**config.mk**
```make
export PLATFORM = sky130hd
export DESIGN_NAME = rtc_irq_status
export DESIGN_NICKNAME = d
export VERILOG_FILES = /design/src/rtl/rtc_irq_pkg.sv /design/src/rtl/rtc_irq_ctrl_reg.sv /design/src/rtl/rtc_irq_flag_bank.sv /design/src/rtl/rtc_irq_read_mux.sv /design/src/rtl/rtc_irq_status.sv
export SDC_FILE = /design/constraint.sdc
export NUM_CORES = 1
export LEC_CHECK = 0
export BUFFER_PORTS_ARGS = -buffer_cell sky130_fd_sc_hd__buf_2
export CORE_AREA = 4 4 41 43
export DETAILED_ROUTE_END_ITERATION = 6
export DIE_AREA = 0 0 45 47
export HOLD_SLACK_MARGIN = 0.05
export PLACE_DENSITY = 0.75
export SLEW_MARGIN = 25
export SYNTH_ARGS = -nofsm -noshare
export SYNTH_HDL_FRONTEND = slang
export SYNTH_HIERARCHICAL = 1
export SYNTH_SLANG_ARGS = --single-unit
```
**constraint.sdc**
```tcl
create_clock -name clk -period 1.15 [get_ports clk]
set_input_delay 0.115 -clock clk [delete_from_list [all_inputs] [get_ports clk]]
set_output_delay 0.115 -clock clk [all_outputs]
set_load 0.02 [all_outputs]
```
**src/rtl/rtc_irq_pkg.sv**
```systemverilog
package rtc_irq_pkg;

    localparam int REG_W     = 8;
    localparam int SEL_W     = 2;
    localparam int NUM_SRC   = 3;
    localparam int FLAG_BASE = 4;             // flag of source i sits at bit FLAG_BASE+i
    localparam int IRQF_BIT  = REG_W - 1;
    localparam int VALID_BIT = REG_W - 1;

    // source indices, ordered to match the flag byte bit positions
    localparam int SRC_UPD = 0;
    localparam int SRC_ALM = 1;
    localparam int SRC_PER = 2;

    typedef enum logic [SEL_W-1:0] {
        SEL_CTRL = 2'd0,
        SEL_FLAG = 2'd1,
        SEL_STAT = 2'd2,
        SEL_NONE = 2'd3
    } reg_sel_e;

    // control byte, bit 7 first
    typedef struct packed {
        logic set_mode;
        logic per_en;
        logic alm_en;
        logic upd_en;
        logic sqw_en;
        logic bin_mode;
        logic hr24;
        logic dst_en;
    } ctrl_t;

    // bits cleared by reset
    typedef struct packed {
        logic per_en;
        logic alm_en;
        logic upd_en;
        logic sqw_en;
    } ctrl_en_t;

    // bits kept through reset
    typedef struct packed {
        logic set_mode;
        logic bin_mode;
        logic hr24;
        logic dst_en;
    } ctrl_mode_t;

endpackage

```
**src/rtl/rtc_irq_ctrl_reg.sv**
```systemverilog
module rtc_irq_ctrl_reg
    import rtc_irq_pkg::*;
(
    input  logic  clk,
    input  logic  rst_n,
    input  logic  wr_stb,
    input  ctrl_t wr_data,
    output ctrl_t ctrl_q
);

    typedef struct packed {
        ctrl_en_t   en;
        ctrl_mode_t mode;
    } ctrl_state_t;

    ctrl_state_t st_d;
    ctrl_en_t    en_q;
    ctrl_mode_t  mode_q;
    logic        set_rise;

    always_comb begin
        st_d.en   = en_q;
        st_d.mode = mode_q;
        set_rise  = wr_stb && wr_data.set_mode && !mode_q.set_mode;
        if (wr_stb) begin
            st_d.en.per_en     = wr_data.per_en;
            st_d.en.alm_en     = wr_data.alm_en;
            st_d.en.upd_en     = wr_data.upd_en && !set_rise;
            st_d.en.sqw_en     = wr_data.sqw_en;
            st_d.mode.set_mode = wr_data.set_mode;
            st_d.mode.bin_mode = wr_data.bin_mode;
            st_d.mode.hr24     = wr_data.hr24;
            st_d.mode.dst_en   = wr_data.dst_en;
        end
    end

    always_ff @(posedge clk or negedge rst_n) begin
        if (!rst_n) begin
            en_q <= '0;
        end else begin
            en_q <= st_d.en;
        end
    end

    // mode bits survive reset by design
    always_ff @(posedge clk) begin
        mode_q <= st_d.mode;
    end

    always_comb begin
        ctrl_q.set_mode = mode_q.set_mode;
        ctrl_q.per_en   = en_q.per_en;
        ctrl_q.alm_en   = en_q.alm_en;
        ctrl_q.upd_en   = en_q.upd_en;
        ctrl_q.sqw_en   = en_q.sqw_en;
        ctrl_q.bin_mode = mode_q.bin_mode;
        ctrl_q.hr24     = mode_q.hr24;
        ctrl_q.dst_en   = mode_q.dst_en;
    end

endmodule

```
**src/rtl/rtc_irq_flag_bank.sv**
```systemverilog
module rtc_irq_flag_bank #(
    parameter int NUM_SRC = 3
) (
    input  logic               clk,
    input  logic               rst_n,
    input  logic [NUM_SRC-1:0] evt,
    input  logic               clr,
    input  logic [NUM_SRC-1:0] en,
    output logic [NUM_SRC-1:0] flag_q,
    output logic               irqf
);

    logic [NUM_SRC-1:0] flag_d;
    logic [NUM_SRC-1:0] hit;

    for (genvar i = 0; i < NUM_SRC; i++) begin : g_src
        always_comb begin
            // a new event wins over a clearing read in the same cycle
            flag_d[i] = evt[i] | (flag_q[i] & ~clr);
            hit[i]    = flag_q[i] & en[i];
        end
    end

    always_ff @(posedge clk or negedge rst_n) begin
        if (!rst_n) begin
            flag_q <= '0;
        end else begin
            flag_q <= flag_d;
        end
    end

    assign irqf = |hit;

endmodule

```
**src/rtl/rtc_irq_read_mux.sv**
```systemverilog
module rtc_irq_read_mux
    import rtc_irq_pkg::*;
#(
    parameter int NUM_SRC = rtc_irq_pkg::NUM_SRC
) (
    input  logic [SEL_W-1:0]   sel,
    input  ctrl_t              ctrl,
    input  logic [NUM_SRC-1:0] flags,
    input  logic               irqf,
    output logic [REG_W-1:0]   data
);

    logic [REG_W-1:0] flag_byte;
    logic [REG_W-1:0] stat_byte;

    always_comb begin
        flag_byte = '0;
        for (int i = 0; i < NUM_SRC; i++) begin
            flag_byte[FLAG_BASE+i] = flags[i];
        end
        flag_byte[IRQF_BIT] = irqf;
        stat_byte = '0;
        stat_byte[VALID_BIT] = 1'b1;
        case (reg_sel_e'(sel))
            SEL_CTRL: data = ctrl;
            SEL_FLAG: data = flag_byte;
            SEL_STAT: data = stat_byte;
            default:  data = '0;
        endcase
    end

endmodule

```
**src/rtl/rtc_irq_status.sv**
```systemverilog
module rtc_irq_status
    import rtc_irq_pkg::*;
(
    input  logic             clk,
    input  logic             rst_n,
    input  logic             evt_update,
    input  logic             evt_alarm,
    input  logic             evt_periodic,
    input  logic             wr_en,
    input  logic [SEL_W-1:0] wr_sel,
    input  logic [REG_W-1:0] wr_data,
    input  logic             rd_en,
    input  logic [SEL_W-1:0] rd_sel,
    output logic [REG_W-1:0] rd_data,
    output logic             irq_n
);

    ctrl_t              ctrl;
    logic [NUM_SRC-1:0] evt_vec;
    logic [NUM_SRC-1:0] en_vec;
    logic [NUM_SRC-1:0] flag_vec;
    logic               irqf;
    logic               ctrl_wr;
    logic               flag_clr;

    always_comb begin
        evt_vec          = '0;
        evt_vec[SRC_UPD] = evt_update;
        evt_vec[SRC_ALM] = evt_alarm;
        evt_vec[SRC_PER] = evt_periodic;
        en_vec           = '0;
        en_vec[SRC_UPD]  = ctrl.upd_en;
        en_vec[SRC_ALM]  = ctrl.alm_en;
        en_vec[SRC_PER]  = ctrl.per_en;
        ctrl_wr          = wr_en && (reg_sel_e'(wr_sel) == SEL_CTRL);
        flag_clr         = rd_en && (reg_sel_e'(rd_sel) == SEL_FLAG);
    end

    rtc_irq_ctrl_reg u_ctrl (
        .clk     (clk),
        .rst_n   (rst_n),
        .wr_stb  (ctrl_wr),
        .wr_data (ctrl_t'(wr_data)),
        .ctrl_q  (ctrl)
    );

    rtc_irq_flag_bank #(.NUM_SRC(NUM_SRC)) u_flags (
        .clk    (clk),
        .rst_n  (rst_n),
        .evt    (evt_vec),
        .clr    (flag_clr),
        .en     (en_vec),
        .flag_q (flag_vec),
        .irqf   (irqf)
    );

    rtc_irq_read_mux #(.NUM_SRC(NUM_SRC)) u_rmux (
        .sel   (rd_sel),
        .ctrl  (ctrl),
        .flags (flag_vec),
        .irqf  (irqf),
        .data  (rd_data)
    );

    assign irq_n = ~irqf;

endmodule

```
==> key figures <==
Cells and area
  • Final Instance Area: 878.3 sq um
  • Fin nets: 109
  • Final Util: 67.50%
  • Fraction of layout cells with a size suffix above 1: 52.81%
  • Final cell count without fillers: 104
  • Area delta synth->final: 67.94%
  • ANT cells: 0
  • Layout filler cell count: 104

Logic synthesis
  • Synth cell types: 20
  • Main flop type after synthesis: dfrtp_1
  • EDFF count, synth: 4
  • Seq/Total Area, Yosys: 56.46%
  • Mapped Nets: 61
  • Top cells by count, synth: dfrtp_1, and2_1, edfxtp_1, inv_1
  • Top-count cell post-synth: dfrtp_1
  • Synthesized area per cell: 12.45 sq um
  • Synth warnings: 6
  • Synth area leaders: dfrtp_1, edfxtp_1, mux2_2, mux2i_1, and2_1
  • Cell count after synthesis: 42
  • Netlist Area Pre-Place: 523.0 sq um
  • Async SR Flop Fraction: 63.64%
  • Synth Register Bits: 11
  • Top-area cell type share of the netlist area: 33.49%
  • Synth area leader: dfrtp_1

Clock tree
  • Buffer type at the clock tree root: clkbuf_4
  • # clock sinks: 11
  • Htree depth: 1
  • Clock-pin slew on the worst setup and hold paths: 0.07 ns
  • Max Root-Sink Buffers: 2
  • CTS tree: yes
  • CTS buffer count: 3
  • Clk Latency, worst-skew pair: 0.25 ns

Power
  • Cell internal pwr: 0.0007555 W
  • Share of power burned in registers: 45.7%
  • Clock power share: 24.5%
  • Psw: 0.0002680 W
  • Pwr dens: 1165 mW/mm^2
  • Comb pwr share: 29.8%
  • Sw Share: 26.18%
  • P_leak: 0.4313 nW
  • Worst vdd ir: 0.8130 mV

Critical path
  • Crit path largest cell delay: 0.40 ns
  • Top delay family on crit path: flip-flops
  • CP max-delay cell: dfrtp_1
  • Startpoint type of the worst setup path: flip-flop
  • CP bufs+invs: 2
  • CP Cell Sequence: a222oi_1 > inv_1 > nand2b_4 > a21oi_2 > buf_4
  • Worst-path fanout max: 2
  • WP data required: 1.03 ns
  • Crit. End Element: output port
  • Critical path data arrival time: 1.39 ns
  • Critical path type: reg -> out

Timing
  • RSZ-0062 raised after global routing: yes
  • Final Setup Violations: 5
  • Layout Skew: 0.00007067 ns
  • FMAX: 666.0 MHz
  • Pins Over Slew Limit: 0
  • Min Tclk post-route: 1.501 ns
  • Fin. Hold Viols: 0
  • Worst-Margin Slew: 0.3660 ns
  • Setup ws final: -0.3515 ns
  • Fin crit share: 130.6%
  • Max-slew headroom: 75.49%

Detailed routing
  • Post-route antenna net violation count: 0
  • Final wirelength: 1161 microns
  • WL/cell: 11.16 microns
  • Starting DRT DRC Count: 6
  • Vias: 471
  • Via-to-Cell Ratio: 4.529
  • DRC violations left: 0
  • First-pass DRT Iterations: 4

Die
  • Core Region: 0.001301 sq mm
  • Floorplan row count: 13
  • Die area: 0.002115 sq mm
  • # IOs: 28
  • Die H: 47 microns
  • Die width: 45 microns
  • Initial core utilization: 40.19%

Global route
  • Vias in the first global route: 457
  • Initial antenna violation count: 0
  • Remaining global-route overflow: 0
  • First-pass GRT wire length: 1925 microns
  • Largest net degree at the start of global routing: 8
  • Total Routing Usage GR: 12.34%

Place
  • I/O Buffers: 27
  • DP HPWL: 903.8 microns
  • RePlAce Congestion: 0.6679
  • DP Area: 725.7 sq um
  • Dpl cells: 91

Outcome
  • Failing checks: negative setup slack
  • Status: complete, but fails checks

Hold path
  • Worst min path class: in -> reg

Job
  • Max-cap viol count: 0
metal layers:
layer	share of wire, %	GRT usage (%)
met1	44	16.11
met2	47	19.77
met3	8.0	2.682
met5	0	0
met4	0	5.263
area by class of cell:
type	count	area (sq um)	share of cell area, %
clock buffers	4	26.28	2.991
inverters	4	15.01	1.709
multi-input cells	26	205.2	23.36
flip-flops and latches	11	295.3	33.62
well taps	15	18.77	2.137
repair buffers	44	317.8	36.18
layout by cell type (no fill, tap or decap):
| master | n |
|---|---|
| clkbuf_4 | 3 |
| nor3_1 | 1 |
| and2_1 | 4 |
| buf_2 | 22 |
| nor2b_1 | 1 |
| nand2_1 | 1 |
| dlygate4sd3_1 | 8 |
| nand2b_4 | 1 |
| inv_1 | 4 |
| mux2i_1 | 3 |
| o22ai_1 | 1 |
| dfrtp_1 | 7 |
| nor2_1 | 3 |
| mux2_2 | 3 |
| a222oi_1 | 1 |
| nor3b_2 | 1 |
| buf_6 | 6 |
| a21o_2 | 1 |
| buf_4 | 8 |
| edfxtp_1 | 4 |
| clkbuf_1 | 1 |
| and3b_1 | 1 |
| a21oi_2 | 1 |
| nor2_2 | 1 |
| a21o_1 | 2 |
logic make-up after synthesis:
kind of cell	Yosys count	share of synthesized area (%)
flops	11	56.46
compound gates	6	8.612
buf+inv	5	5.023
simple gates	14	17.70
mux	6	12.20
what timing repair did:
action / in CTS / in global routing
gates resized for setup: 4 / 8
hold buffers: 8 / 0
endpoints found under the setup margin: 5 / 5
pin swaps: 2 / 3
setup buffers: 0 / 3
gates cloned: 0 / 0
endpoints found under the hold margin: 14 / 0
worst paths after layout:
path                                         startpoint                           end  slack [ns]  cells after the start
setup / recovery            u_flags/flag_q[0]$_DFF_PN0_                    rd_data[7]       -0.35                      5
hold / removal                               wr_data[3]  u_ctrl/ctrl_q[3]$_DFFE_PN0P_        0.09                      2
setup reg to reg           u_ctrl/ctrl_q[6]$_DFFE_PN0P_  u_ctrl/ctrl_q[6]$_DFFE_PN0P_        0.28                      2
hold reg to reg            u_ctrl/ctrl_q[3]$_DFFE_PN0P_  u_ctrl/ctrl_q[3]$_DFFE_PN0P_        0.52                      1
max in group asynchronous                         rst_n  u_ctrl/ctrl_q[4]$_DFFE_PN0P_        0.79                      2
min in group asynchronous                         rst_n  u_ctrl/ctrl_q[6]$_DFFE_PN0P_        0.21                      2
sequential cells by signal (all words and copies together), names as in the netlist:
register / cells
u_flags/flag_q: 3
u_ctrl/ctrl_q: 8
stage by stage:
step | total power [W] | hold slack, ns | worst slack, ns | TNS (ns)
2_1_floorplan | 0.0006008 | -0.1806 | 0.01980 | 0
3_3_place_gp | 0.0007154 | -0.04642 | -0.08106 | -0.08744
3_5_place_dp | 0.0007208 | -0.04393 | -0.08966 | -0.09925
4_1_cts | 0.001008 | 0.08085 | -0.3504 | -0.8608
5_1_grt | 0.001079 | 0.08581 | -0.4263 | -1.170
6_report | 0.001023 | 0.08563 | -0.3515 | -0.8590
power by group through the flow:
stage | Clock [W] | Combinational (W) | Sequential [W]
floorplan | 0 | 0.000131 | 0.000470
global placement | 0 | 0.000244 | 0.000471
detailed placement | 0 | 0.000249 | 0.000472
CTS | 0.000259 | 0.000285 | 0.000464
global route | 0.000278 | 0.000329 | 0.000473
finish | 0.000251 | 0.000305 | 0.000467
Note: power is estimated with default switching activity, not from simulation.
